==> src/rtl/bus_lockout_pkg.sv <==
package bus_lockout_pkg;

    localparam int ADDR_W  = 24;
    localparam int DATA_W  = 16;
    localparam int LANES   = DATA_W / 8;
    localparam int KEY_W   = 2 * DATA_W;

    typedef enum logic [1:0] {
        RGN_OTHER  = 2'd0,
        RGN_KEY_HI = 2'd1,
        RGN_KEY_LO = 2'd2,
        RGN_WINDOW = 2'd3
    } region_e;

    typedef struct packed {
        logic             active;
        logic             write;
        logic [LANES-1:0] lanes;
        region_e          region;
    } bus_req_t;

    function automatic region_e classify(
        input logic [ADDR_W-1:0] byte_addr,
        input logic [ADDR_W-1:0] key_base,
        input logic [ADDR_W-1:0] win_lo,
        input logic [ADDR_W-1:0] win_hi
    );
        region_e r;
        if (byte_addr >= win_lo && byte_addr <= win_hi)
            r = RGN_WINDOW;
        else if (byte_addr == key_base)
            r = RGN_KEY_HI;
        else if (byte_addr == key_base + ADDR_W'(2))
            r = RGN_KEY_LO;
        else
            r = RGN_OTHER;
        return r;
    endfunction

endpackage

==> src/rtl/lockout_decode.sv <==
module lockout_decode
    import bus_lockout_pkg::*;
#(
    parameter logic [ADDR_W-1:0] KEY_BASE  = 24'hA14000,
    parameter logic [ADDR_W-1:0] WIN_LO    = 24'hC00000,
    parameter logic [ADDR_W-1:0] WIN_HI    = 24'hDFFFFF
) (
    input  logic [ADDR_W-1:1] addr,
    input  logic              uds_n,
    input  logic              lds_n,
    input  logic              rw,
    input  logic              as_n,
    output bus_req_t          req
);
    always_comb begin
        req.active = ~as_n;
        req.write  = ~rw;
        req.lanes  = {~uds_n, ~lds_n};
        req.region = classify({addr, 1'b0}, KEY_BASE, WIN_LO, WIN_HI);
    end
endmodule

==> src/rtl/lockout_key_reg.sv <==
module lockout_key_reg
    import bus_lockout_pkg::*;
#(
    parameter logic [KEY_W-1:0] MAGIC = 32'h53454741
) (
    input  logic              clk,
    input  logic              rst,
    input  bus_req_t          req,
    input  logic [DATA_W-1:0] wdata,
    input  logic              strap,
    output logic [DATA_W-1:0] rdata,
    output logic              unlocked
);
    logic [KEY_W-1:0] key_q;

    for (genvar h = 0; h < 2; h++) begin : g_half
        localparam region_e HALF_RGN = (h == 1) ? RGN_KEY_HI : RGN_KEY_LO;
        for (genvar l = 0; l < LANES; l++) begin : g_lane
            logic wr_en;
            assign wr_en = req.active && req.write && req.lanes[l]
                           && (req.region == HALF_RGN);
            always_ff @(posedge clk) begin
                if (rst)
                    key_q[h*DATA_W + l*8 +: 8] <= '0;
                else if (wr_en)
                    key_q[h*DATA_W + l*8 +: 8] <= wdata[l*8 +: 8];
            end
        end
    end

    always_comb begin
        rdata = '0;
        if (req.active && !req.write) begin
            if (req.region == RGN_KEY_HI)
                rdata = key_q[KEY_W-1:DATA_W];
            else if (req.region == RGN_KEY_LO)
                rdata = key_q[DATA_W-1:0];
        end
    end

    assign unlocked = (key_q == MAGIC) || strap;

    // a byte whose strobe is inactive keeps its value
    p_hi_byte_hold_r2: assert property (@(posedge clk) disable iff (rst)
        (req.active && req.write && req.region == RGN_KEY_HI && !req.lanes[1])
        |=> $stable(key_q[KEY_W-1:KEY_W-8]));
    p_lo_byte_hold_r2: assert property (@(posedge clk) disable iff (rst)
        (req.active && req.write && req.region == RGN_KEY_LO && !req.lanes[0])
        |=> $stable(key_q[7:0]));
    // window cycles never touch the key
    p_window_no_key_r9: assert property (@(posedge clk) disable iff (rst)
        (req.active && req.region == RGN_WINDOW) |=> $stable(key_q));
endmodule

==> src/rtl/lockout_ack_gate.sv <==
module lockout_ack_gate
    import bus_lockout_pkg::*;
(
    input  logic     clk,
    input  logic     rst,
    input  bus_req_t req,
    input  logic     unlocked,
    input  logic     vid_ready,
    input  logic     strap,
    output logic     dtack_n
);
    logic dtack_q;

    always_ff @(posedge clk) begin
        if (rst)
            dtack_q <= 1'b1;
        else if (!req.active)
            dtack_q <= 1'b1;
        else if (req.region == RGN_WINDOW)
            dtack_q <= ~(unlocked & vid_ready);
        else
            dtack_q <= 1'b0;
    end

    assign dtack_n = dtack_q;

    p_locked_stall_r3: assert property (@(posedge clk) disable iff (rst)
        (req.active && req.region == RGN_WINDOW && !unlocked) |=> dtack_n);
    p_outside_ack_r4: assert property (@(posedge clk) disable iff (rst)
        (req.active && req.region != RGN_WINDOW) |=> !dtack_n);
    p_wait_ready_r6: assert property (@(posedge clk) disable iff (rst)
        (req.active && req.region == RGN_WINDOW && !vid_ready) |=> dtack_n);
    p_strap_open_r7: assert property (@(posedge clk) disable iff (rst)
        (strap && vid_ready && req.active && req.region == RGN_WINDOW) |=> !dtack_n);
    p_release_r8: assert property (@(posedge clk) disable iff (rst)
        !req.active |=> dtack_n);
endmodule

==> src/rtl/bus_lockout_gate.sv <==
module bus_lockout_gate
    import bus_lockout_pkg::*;
#(
    parameter logic [ADDR_W-1:0] KEY_BASE = 24'hA14000,
    parameter logic [ADDR_W-1:0] WIN_LO   = 24'hC00000,
    parameter logic [ADDR_W-1:0] WIN_HI   = 24'hDFFFFF,
    parameter logic [KEY_W-1:0]  MAGIC    = 32'h53454741
) (
    input  logic              clk,
    input  logic              rst,
    input  logic [ADDR_W-1:1] bus_addr,
    input  logic [DATA_W-1:0] bus_wdata,
    input  logic              bus_uds_n,
    input  logic              bus_lds_n,
    input  logic              bus_rw,
    input  logic              bus_as_n,
    input  logic              vid_ready,
    input  logic              region_open,
    output logic [DATA_W-1:0] bus_rdata,
    output logic              dtack_n
);
    bus_req_t req;
    logic     unlocked;

    lockout_decode #(
        .KEY_BASE(KEY_BASE), .WIN_LO(WIN_LO), .WIN_HI(WIN_HI)
    ) u_decode (
        .addr(bus_addr), .uds_n(bus_uds_n), .lds_n(bus_lds_n),
        .rw(bus_rw), .as_n(bus_as_n), .req(req)
    );

    lockout_key_reg #(.MAGIC(MAGIC)) u_key (
        .clk(clk), .rst(rst), .req(req), .wdata(bus_wdata),
        .strap(region_open), .rdata(bus_rdata), .unlocked(unlocked)
    );

    lockout_ack_gate u_ack (
        .clk(clk), .rst(rst), .req(req), .unlocked(unlocked),
        .vid_ready(vid_ready), .strap(region_open), .dtack_n(dtack_n)
    );
endmodule

==> config.mk <==
export PLATFORM = sky130hd
export DESIGN_NAME = bus_lockout_gate
export DESIGN_NICKNAME = d
export VERILOG_FILES = /design/src/rtl/bus_lockout_pkg.sv /design/src/rtl/lockout_decode.sv /design/src/rtl/lockout_key_reg.sv /design/src/rtl/lockout_ack_gate.sv /design/src/rtl/bus_lockout_gate.sv
export SDC_FILE = /design/constraint.sdc
export NUM_CORES = 1
export LEC_CHECK = 0
export BUFFER_PORTS_ARGS = -buffer_cell sky130_fd_sc_hd__buf_4
export CAP_MARGIN = 15
export CORE_AREA = 2 2 83 85
export DETAILED_ROUTE_END_ITERATION = 8
export DIE_AREA = 0 0 85 87
export SETUP_SLACK_MARGIN = 0.3
export SLEW_MARGIN = 20
export SYNTH_ARGS = -nofsm -noshare
export SYNTH_HDL_FRONTEND = slang
export SYNTH_SLANG_ARGS = --single-unit
==> constraint.sdc <==
create_clock -name clk -period 1.7 [get_ports clk]
set_input_delay 0.255 -clock clk [delete_from_list [all_inputs] [get_ports clk]]
set_output_delay 0.255 -clock clk [all_outputs]
set_load 0.03 [all_outputs]
==> run summary <==
status = finished with violations
failing checks = setup timing
TNS Setup = -6.30 ns
CP Max Fanout = 8
min Tclk post-route = 1.89 ns
area of the multi-input gates = 1340 um^2
Reg area = 661 um^2
Simple-Gate Fraction of Synth Area = 0.332
Net Count, Synth = 267
antenna viol nets, final = 0
Power Density = 588 nW/um^2
RSZ-0062 raised after global routing = yes
WL per Instance = 17.0 um
number of distinct library cells after synthesis = 28
gr ovfl total = 0
all-layer global routing usage = 0.168
Area after DPL = 2510 um^2
maximum VDD drop = 0.000553 V
Fin. Hold Viols = 0
main combinational cell family by area after synthesis = simple AND/OR/NAND/NOR gates
Critical Path RT = 1.44 ns
# Max-Cap Violations = 0
Slowest-stage cell, CP = or3_4
Buffers on Ports = 63
CP Launch Type = input port
# hold bufs at CTS = 0
DP HPWL = 4160 um
via count of the first global-routing pass = 1905
Layout Utilization = 0.474
max-slew violation total from the final report = 0
Least-Margin Pin Slew = 0.360 ns
Longest Clk Path Bufs = 2
die area = 7400 um^2
CTS H-tree depth = 2
final worst slack = -0.191 ns
initial antenna violation count = 0
layout cells sized above 1 = 0.527
DRC viols = 0
Crit path max-delay family = simple AND/OR/NAND/NOR gates
Syn Std Cell Area = 1890 um^2
post-synthesis xor/xnor area fraction = 0
WP data arrival = 1.64 ns
FP Rows = 30
Hold Slack = 0.212 ns
CP Buf/Inv Count = 3
Static Leak = 1.09 nW
final worst path period share = 1.11
detailed-route via count = 2034
crit-path max cell delay = 0.41 ns
power consumption = 1.83 mW
IO Pins = 64
final WL = 6420 um
path type of the worst min-delay path = input port to flip-flop
Initial Utilization = 0.288
multiplexer area fraction after synthesis = 0.0845
total CTS buffers = 5
CTS tree = yes
Synth Warn # = 0
Die Wd = 85 um
Crit Path Class = input port to primary output
ant diodes = 0
CP endpoint kind = primary output
area of the core = 6570 um^2
CTS sink cnt = 33
# setup viols final = 48
drt pass-1 iters = 4
Synth Area in Compound Gates = 0.178
GPL Wtd Cong = 0.771
clk_skew = 0.00716 ns
Die Height = 87 um
Initial DRC Count = 121
final instance area = 3110 um^2
Clk Tree Root Cell = clkbuf_8
sequential cell area fraction in the yosys report = 0.349
CTS clock-pin slew for the worst setup and hold paths = 0.07 ns
largest net degree at the start of global routing = 34
filler instances = 618
Layout area overhead = 64.2%
final net count = 344
first-pass GRT wire length = 9810 um
routed vias/inst = 5.38
critical path, cell by cell = buf_4, nor4b_4, nand4_2, or3_4, buf_16, nor2_4, buf_6
clk_lat worst skew = 0.29 ns
syn avg cell area = 8.61 um^2
post-synthesis adder-cell area fraction = 0
Post-Syn Instances = 220
FMAX = 0.529 GHz
relative slew slack = 0.753
Yosys reg bits = 33
[placed cells by master, fill, tap and decap left out, types with 3 or more instances in the layout]
cell | netlist | final
a21oi_1 | 32 | 31
and4_1 | 5 | 5
buf_4 | 0 | 58
buf_6 | 1 | 24
clkbuf_8 | 0 | 5
dfxtp_1 | 33 | 33
mux2i_1 | 16 | 16
nand3_1 | 33 | 33
nand4_1 | 5 | 5
nor2_1 | 9 | 3
nor2_4 | 10 | 16
o21ai_2 | 0 | 28
[power by group]
part | internal [mW] | leakage (nW) | switching [mW] | total [mW]
sequential | 0.774 | 0.266 | 0.000476 | 0.774
clock | 0.582 | 0.0681 | 0.298 | 0.880
combinational | 0.0998 | 0.759 | 0.0746 | 0.174
[worst paths after layout]
kind | start | end | slack, ns | cells after the start
hold / removal | vid_ready | u_ack.dtack_n$_SDFF_PP1_ | 0.21 | 2
setup reg to reg | u_key.key_q[9]$_SDFFE_PP0P_ | u_ack.dtack_n$_SDFF_PP1_ | 0.33 | 4
hold reg to reg | u_key.key_q[10]$_SDFFE_PP0P_ | u_key.key_q[10]$_SDFFE_PP0P_ | 0.48 | 2
setup / recovery | bus_addr[9] | bus_rdata[12] | -0.19 | 7
[cells in the mapped netlist]
cell type   n  area [um^2]
or3_1       1         6.26
buf_2       7         35.0
nor4_4      2         42.5
o21ai_0    32          160
o211ai_1    1         7.51
nor2_4     10          113
a21oi_1    32          160
buf_12      1         20.0
and4_1      5         43.8
and3b_1     1         8.76
nand4b_1    1         8.76
nor4b_1     4         35.0
mux2i_1    16          160
nand2_1     2         7.51
nand3b_1    2         15.0
clkbuf_1    9         33.8
nor3_2      1         10.0
nor4bb_1    3         30.0
buf_1       2         7.51
nor2_1      9         33.8
o41ai_1     1         8.76
nand4_1     5         31.3
nor4_1      3         18.8
nand4_2     1         12.5
nand3_1    33          165
nor4b_4     2         47.6
dfxtp_1    33          661
buf_6       1         11.3
[registers in the layout, indices dropped and copies added, names as in the netlist]
signal and flops:
u_key.key_q 32, u_ack.dtack_n 1
[cell families (layout without fill, tap and decap cells)]
logic type             Yosys count  in the layout
buffers and inverters           20             98
multiplexers                    16             16
AND/OR/NAND/NOR                 85             85
AO/OA/AOI/OAI                   66             66
flip-flops                      33             33
[per-stage QoR]
stage | cells | setup slack [ns]
after floorplan | 220 | -0.121
after global placement | 358 | -0.218
after detailed placement | 358 | -0.266
after CTS | 373 | -0.160
after global routing | 378 | -0.288
final | 378 | -0.191
[layer usage]
layer	share of wire	vias to the layer above	GRT usage
met5	0	-	0
met4	0.0079	0	0.0317
met3	0.072	6	0.0370
met2	0.52	75	0.288
met1	0.40	966	0.220
li1	-	987	-
[final cells by class]
cell class                      count  share of cell area
Clock buffer                        5              0.0221
Clock inverter                      3              0.0209
Multi-Input combinational cell    167               0.429
Sequential cell                    33               0.212
Tap cell                           80              0.0322
Timing Repair Buffer               90               0.283
[what timing repair did]
| item | CTS | global route |
|---|---|---|
| gates cloned | 1 | 3 |
| setup endpoints to repair | 17 | 49 |
| resized for setup | 89 | 18 |
| pin swaps | 30 | 5 |
| buffers inserted | 6 | 2 |
Power figures use the tool's default switching activity.
